--- src/rtl/burst_seq_pkg.sv ---
// Shared types for the burst address sequencer.
// Assumes: order select is a single bit; 0 means linear, 1 means interleaved.
package burst_seq_pkg;

    typedef enum logic {
        ORD_LINEAR     = 1'b0,
        ORD_INTERLEAVE = 1'b1
    } burst_order_e;

endpackage

--- src/rtl/burst_beat_ctr.sv ---
// Beat counter for one burst.
// Clears on clear_i, which has priority over step_i, and wraps modulo 2**BEAT_W.
// Assumes: clear_i and step_i are synchronous single-cycle strobes.
module burst_beat_ctr #(
    parameter int BEAT_W = 2
) (
    input  logic              clk,
    input  logic              rst_n,
    input  logic              clear_i,
    input  logic              step_i,
    output logic [BEAT_W-1:0] beat_o,
    output logic              last_o
);
    localparam logic [BEAT_W-1:0] BEAT_LAST = {BEAT_W{1'b1}};
    localparam logic [BEAT_W-1:0] BEAT_ONE  = {{(BEAT_W-1){1'b0}}, 1'b1};

    logic [BEAT_W-1:0] beat_q;

    // Count beats; clear wins over step; natural wrap at the top.
    always_ff @(posedge clk) begin
        if (!rst_n)       beat_q <= '0;
        else if (clear_i) beat_q <= '0;
        else if (step_i)  beat_q <= beat_q + BEAT_ONE;
    end

    assign beat_o = beat_q;
    assign last_o = (beat_q == BEAT_LAST);

    // a clear beats a simultaneous step
    a_r7_clear_first: assert property (@(posedge clk) disable iff (!rst_n)
        (clear_i && step_i) |=> (beat_o == '0));

    // stepping from the last beat wraps to zero
    a_r6_wrap_zero: assert property (@(posedge clk) disable iff (!rst_n)
        (last_o && step_i && !clear_i) |=> (beat_o == '0 && !last_o));

    // with no strobe the count holds
    a_r10_beat_hold: assert property (@(posedge clk) disable iff (!rst_n)
        (!clear_i && !step_i) |=> $stable(beat_o));
endmodule

--- src/rtl/burst_ctx_reg.sv ---
// Per-burst context: captures the start low bits, the upper bits and the order at load.
// Assumes: the reset value of the order models a pulled-up (interleaved) mode line.
module burst_ctx_reg
    import burst_seq_pkg::*;
#(
    parameter int   ADDR_W   = 17,
    parameter int   BEAT_W   = 2,
    parameter logic MODE_RST = 1'b1
) (
    input  logic                     clk,
    input  logic                     rst_n,
    input  logic                     load_i,
    input  logic [ADDR_W-1:0]        addr_i,
    input  logic                     mode_i,
    output logic [BEAT_W-1:0]        start_low_o,
    output logic [ADDR_W-BEAT_W-1:0] upper_o,
    output burst_order_e             order_o
);
    localparam int UPPER_W = ADDR_W - BEAT_W;

    logic [BEAT_W-1:0]  start_low_q;
    logic [UPPER_W-1:0] upper_q;
    burst_order_e       order_q;

    // Capture the burst context on load; hold it otherwise.
    always_ff @(posedge clk) begin
        if (!rst_n) begin
            start_low_q <= '0;
            upper_q     <= '0;
            order_q     <= burst_order_e'(MODE_RST);
        end else if (load_i) begin
            start_low_q <= addr_i[BEAT_W-1:0];
            upper_q     <= addr_i[ADDR_W-1:BEAT_W];
            order_q     <= burst_order_e'(mode_i);
        end
    end

    assign start_low_o = start_low_q;
    assign upper_o     = upper_q;
    assign order_o     = order_q;

    // the order changes only on a load
    a_r8_order_hold: assert property (@(posedge clk) disable iff (!rst_n)
        !load_i |=> $stable(order_o));

    // the upper bits change only on a load
    a_r9_upper_hold: assert property (@(posedge clk) disable iff (!rst_n)
        !load_i |=> $stable(upper_o));
endmodule

--- src/rtl/burst_order_map.sv ---
// Maps the start bits and the beat count to the current low address bits.
// Linear order adds them; interleaved order XORs them, bit by bit.
// Assumes: both operands share the BEAT_W width; the result wraps inside the block.
module burst_order_map
    import burst_seq_pkg::*;
#(
    parameter int BEAT_W = 2
) (
    input  logic [BEAT_W-1:0] start_i,
    input  logic [BEAT_W-1:0] beat_i,
    input  burst_order_e      order_i,
    output logic [BEAT_W-1:0] low_o
);
    logic [BEAT_W-1:0] lin_low;
    logic [BEAT_W-1:0] ilv_low;

    // Linear: add with the carry dropped, so the count wraps in the aligned block.
    assign lin_low = start_i + beat_i;

    // Interleaved: one XOR per address bit.
    for (genvar b = 0; b < BEAT_W; b++) begin : g_ilv
        assign ilv_low[b] = start_i[b] ^ beat_i[b];
    end

    // Pick the order that was captured for this burst.
    always_comb begin
        low_o = (order_i == ORD_LINEAR) ? lin_low : ilv_low;
    end
endmodule

--- src/rtl/burst_addr_seq.sv ---
// Burst address sequencer, top level.
// A load captures the start address and the order. Each advance steps the low
// BEAT_W bits through the burst and keeps the upper bits fixed.
// Assumes: strobes are synchronous to clk; load has priority over advance.
module burst_addr_seq
    import burst_seq_pkg::*;
#(
    parameter int   ADDR_W   = 17,
    parameter int   BEAT_W   = 2,
    parameter logic MODE_RST = 1'b1
) (
    input  logic              clk,
    input  logic              rst_n,
    input  logic              load_i,
    input  logic [ADDR_W-1:0] start_addr_i,
    input  logic              adv_i,
    input  logic              mode_i,
    output logic [ADDR_W-1:0] addr_o,
    output logic              last_o
);
    localparam int UPPER_W = ADDR_W - BEAT_W;
    localparam logic [BEAT_W-1:0] STEP_ONE = {{(BEAT_W-1){1'b0}}, 1'b1};

    logic [BEAT_W-1:0]  beat;
    logic [BEAT_W-1:0]  start_low;
    logic [UPPER_W-1:0] upper;
    logic [BEAT_W-1:0]  low;
    burst_order_e       order;

    burst_beat_ctr #(.BEAT_W(BEAT_W)) u_beat (
        .clk     (clk),
        .rst_n   (rst_n),
        .clear_i (load_i),
        .step_i  (adv_i),
        .beat_o  (beat),
        .last_o  (last_o)
    );

    burst_ctx_reg #(.ADDR_W(ADDR_W), .BEAT_W(BEAT_W), .MODE_RST(MODE_RST)) u_ctx (
        .clk         (clk),
        .rst_n       (rst_n),
        .load_i      (load_i),
        .addr_i      (start_addr_i),
        .mode_i      (mode_i),
        .start_low_o (start_low),
        .upper_o     (upper),
        .order_o     (order)
    );

    burst_order_map #(.BEAT_W(BEAT_W)) u_map (
        .start_i (start_low),
        .beat_i  (beat),
        .order_i (order),
        .low_o   (low)
    );

    // Join the held upper bits with the mapped low bits.
    assign addr_o = {upper, low};

    // a load shows the start address on the next cycle
    a_r2_load_addr: assert property (@(posedge clk) disable iff (!rst_n)
        load_i |=> (addr_o == $past(start_addr_i) && !last_o));

    // a linear advance adds one to the low bits
    a_r3_linear_step: assert property (@(posedge clk) disable iff (!rst_n)
        (adv_i && !load_i && order == ORD_LINEAR)
        |=> (addr_o[BEAT_W-1:0] == $past(addr_o[BEAT_W-1:0]) + STEP_ONE));

    // an interleaved advance flips the same low bits that the beat count flips
    a_r4_ilv_step: assert property (@(posedge clk) disable iff (!rst_n)
        (adv_i && !load_i && order == ORD_INTERLEAVE)
        |=> ((addr_o[BEAT_W-1:0] ^ $past(addr_o[BEAT_W-1:0])) == (beat ^ $past(beat))));

    // an advance on the last beat returns to the start bits
    a_r6_wrap_start: assert property (@(posedge clk) disable iff (!rst_n)
        (last_o && adv_i && !load_i) |=> (addr_o[BEAT_W-1:0] == start_low));

    // with no strobe the output holds
    a_r10_addr_hold: assert property (@(posedge clk) disable iff (!rst_n)
        (!load_i && !adv_i) |=> ($stable(addr_o) && $stable(last_o)));
endmodule

--- config.mk ---
export PLATFORM = sky130hd
export DESIGN_NAME = burst_addr_seq
export DESIGN_NICKNAME = d
export VERILOG_FILES = /design/src/rtl/burst_seq_pkg.sv /design/src/rtl/burst_beat_ctr.sv /design/src/rtl/burst_ctx_reg.sv /design/src/rtl/burst_order_map.sv /design/src/rtl/burst_addr_seq.sv
export SDC_FILE = /design/constraint.sdc
export NUM_CORES = 1
export LEC_CHECK = 0
export BUFFER_PORTS_ARGS = -buffer_cell sky130_fd_sc_hd__clkbuf_2
export CORE_AREA = 4 4 49 51
export DETAILED_ROUTE_END_ITERATION = 8
export DIE_AREA = 0 0 53 55
export GPL_ROUTABILITY_DRIVEN = 0
export MAX_ROUTING_LAYER = met4
export PLACE_DENSITY = 0.72
export SYNTH_ARGS = -nofsm -noshare
export SYNTH_HDL_FRONTEND = slang
export SYNTH_SLANG_ARGS = --single-unit
--- constraint.sdc ---
create_clock -name clk -period 1.15 [get_ports clk]
set_clock_uncertainty 0.1 [all_clocks]
set_input_delay 0.23 -clock clk [delete_from_list [all_inputs] [get_ports clk]]
set_output_delay 0.23 -clock clk [all_outputs]
set_load 0.005 [all_outputs]
==> impl_metrics.json <==
{
  "outcome": "finished, violations left",
  "violations": "negative setup slack",
  "syn-num-nets": 93,
  "r2r-end": "u_beat.beat_o[1]",
  "synth.cell_area_sq_um": 808,
  "ios": 40,
  "yosysTopAreaCellShare_pct": 49.5,
  "yosys_most_used_dff": "dfxtp_1",
  "antenna_cells": 0,
  "clock-sinks": 20,
  "final_layout_size_suffix_gt1_share_pct": 47.3,
  "synth_xor_area_share_pct": 3.25,
  "finalWirelength_um": 1580,
  "hold_viol_final": 0,
  "cp_data_arrival_time_ns": 1.16,
  "yosysMostFrequentCell": "dfxtp_1",
  "cts-hold-fix-buffers": 0,
  "io_buffer_count": 39,
  "synthAdderAreaFrac_pct": 3.10,
  "power_density_nw_per_um2": 1340,
  "grt_pass1_wl_um": 2400,
  "nFillCells": 193,
  "die_w_um": 53,
  "post-route-util_pct": 58.5,
  "tritoncts": "done",
  "num_rows": 16,
  "setup_slack_ns": -0.336,
  "drt_iter0_drc": 2,
  "min_path_cells": 3,
  "p_total_uw": 1520,
  "min_period_ns": 1.49,
  "clk_latency_ns": 0.29,
  "synth_compound_area_share_pct": 0,
  "vias_per_cell": 4.26,
  "grt_usage_pct": 11.9,
  "r2r-start": "u_beat.beat_o[0]",
  "power.leakage_uw": 0.000556,
  "regArea_sq_um": 405,
  "syn_area_per_cell_sq_um": 11.7,
  "synthMuxAreaShare_pct": 23.5,
  "die_area_sq_um": 2920,
  "start_util_pct": 41.6,
  "reg2reg_depth": 4,
  "async_flop_share_pct": 0,
  "synth_edf_count": 0,
  "die_h_um": 55,
  "yosysTopAreaCell": "dfxtp_1",
  "yosys.area_share.simple_pct": 16.1,
  "drt.antenna.violating_nets": 0,
  "grt_max_degree": 20,
  "crit_type": "reg2out",
  "wire_per_inst_um": 11.3,
  "maxCapViolations": 0,
  "cts_made_buffers": 3,
  "cts-root-buf": "clkbuf_4",
  "layout.nets": 137,
  "synth.area.top_cells": "dfxtp_1 50%, mux2i_1 24%, nor2b_1 14%",
  "ys_types": 11,
  "drc": 0,
  "critPathMaxFanout": 2,
  "crit_end": "addr_o[1]",
  "slew_headroom_pct": 79.5,
  "worst-endpoint-required_ns": 0.82,
  "synth-seq-area-share_pct": 49.5,
  "setup-violations-final": 3,
  "synth_seq_cells": 20,
  "antenna_found_initial": 0,
  "synth_common_cells": "20 x dfxtp_1, 19 x mux2i_1, 18 x nor2b_1",
  "startpoint": "u_beat.beat_o[0]",
  "post-route-period-util_pct": 129,
  "end_kind": "primary output",
  "vdd_drop_max_uv": 871,
  "grt_setup_unrepaired": "yes",
  "clkSlewWorstSetupHoldPaths_ns": 0.10,
  "design.core.area_sq_um": 1940,
  "overflow": 0,
  "rrSetupSlack_ns": 0.09,
  "hp-class": "in2reg",
  "synth_top_family_by_area": "multiplexers",
  "hp-start": "mode_i",
  "slew_viol_final": 0,
  "crit_path_start_kind": "flop",
  "multiInputGateArea_sq_um": 404,
  "htreeDepth": 1,
  "critPathMaxStageDelay_ns": 0.38,
  "fmax_ghz": 0.673,
  "area_delta_synth_final_pct": 40.6,
  "crit_slowest_cell": "dfxtp_2",
  "vias": 592,
  "clk_path_buf_depth": 2,
  "hpwl_um": 1140,
  "grt_pass1_vias": 554,
  "ys_warn_count": 0,
  "dr.pass1.iters": 2,
  "synthCells": 69,
  "worst_slew_pin_slew_ns": 0.308,
  "path_cells": "ha_4, nor2b_4, xnor2_1, buf_2"
}
==> cell usage in the layout, fill, tap and decap left out, types with 2 or more instances in the layout <==
| cell | count |
|---|---|
| clkbuf_2 | 37 |
| nor2b_1 | 17 |
| xnor2_1 | 3 |
| clkbuf_4 | 3 |
| dfxtp_2 | 4 |
| ha_4 | 2 |
| dfxtp_1 | 16 |
| mux2i_1 | 19 |
| buf_6 | 2 |
| nor2_1 | 2 |
==> what timing repair did <==
item / 4_1_cts / 5_1_grt
resized for setup: 9 / 4
pin swaps: 1 / 1
buffers inserted: 1 / 0
endpoints found under the setup margin: 3 / 5
==> area by class of cell <==
cell class	count	share of cell area, %
Tap cell	27	2.97
Sequential cell	20	35.7
Timing Repair Buffer	42	21.1
Clock buffer	3	1.98
Clock inverter	1	2.64
Multi-Input combinational cell	46	35.6
==> cell families (layout without fill, tap and decap cells) <==
family | count (synthesis) | count (layout)
AND/OR/NAND/NOR | 22 | 22
buffers and inverters | 3 | 46
XOR/XNOR | 3 | 3
flip-flops | 20 | 20
adder cells (fa/ha/maj) | 2 | 2
multiplexers | 19 | 19
==> power by group <==
group | total, uW | internal (uW) | switching (uW)
Sequential | 758 | 734 | 23.7
Combinational | 205 | 124 | 81.0
Clock | 560 | 352 | 208
==> metrics by stage <==
step | hold WS (ns) | std cells | worst slack [ns] | instance area [sq um] | setup TNS (ns)
CTS | 0.0433 | 139 | -0.379 | 1130 | -0.785
global placement | 0.344 | 134 | -0.0301 | 1030 | -0.0301
floorplan | 0.257 | 69 | 0.0449 | 808 | 0
detailed placement | 0.361 | 134 | -0.0443 | 1030 | -0.0443
global route | 0.0666 | 139 | -0.401 | 1140 | -0.852
finish | 0.0605 | 139 | -0.336 | 1140 | -0.704
==> worst min path at each step <==
stage / endpoint / slack (ns)
6_report: u_ctx.order_o / 0.06
5_1_grt: u_ctx.order_o / 0.07
2_1_floorplan: u_ctx.order_o / 0.26
4_1_cts: u_ctx.order_o / 0.04
3_5_place_dp: u_ctx.order_o / 0.36
3_3_place_gp: u_ctx.order_o / 0.34
==> worst max-delay path, delay by kind of cell, from the launching register on <==
kind	cells	cell delay (ns)
flops	1	0.38
fa+ha+maj	1	0.14
simple gates	1	0.12
buf+inv	1	0.12
xor+xnor	1	0.10
==> flip-flops by register name (all words and copies together) (netlist names) <==
register           cells
u_ctx.upper_o         15
u_beat.beat_o          2
u_ctx.start_low_o      2
u_ctx.order_o          1
==> layer usage <==
layer | global-route usage, % | vias to the layer above | part of all wire [%]
met5 | - | - | 0
met4 | 6.38 | 0 | 0.57
met3 | 2.68 | 2 | 8.7
met2 | 19.0 | 27 | 46
met1 | 14.0 | 250 | 44
li1 | - | 313 | -
No activity file was read; power rests on OpenSTA's default activity.
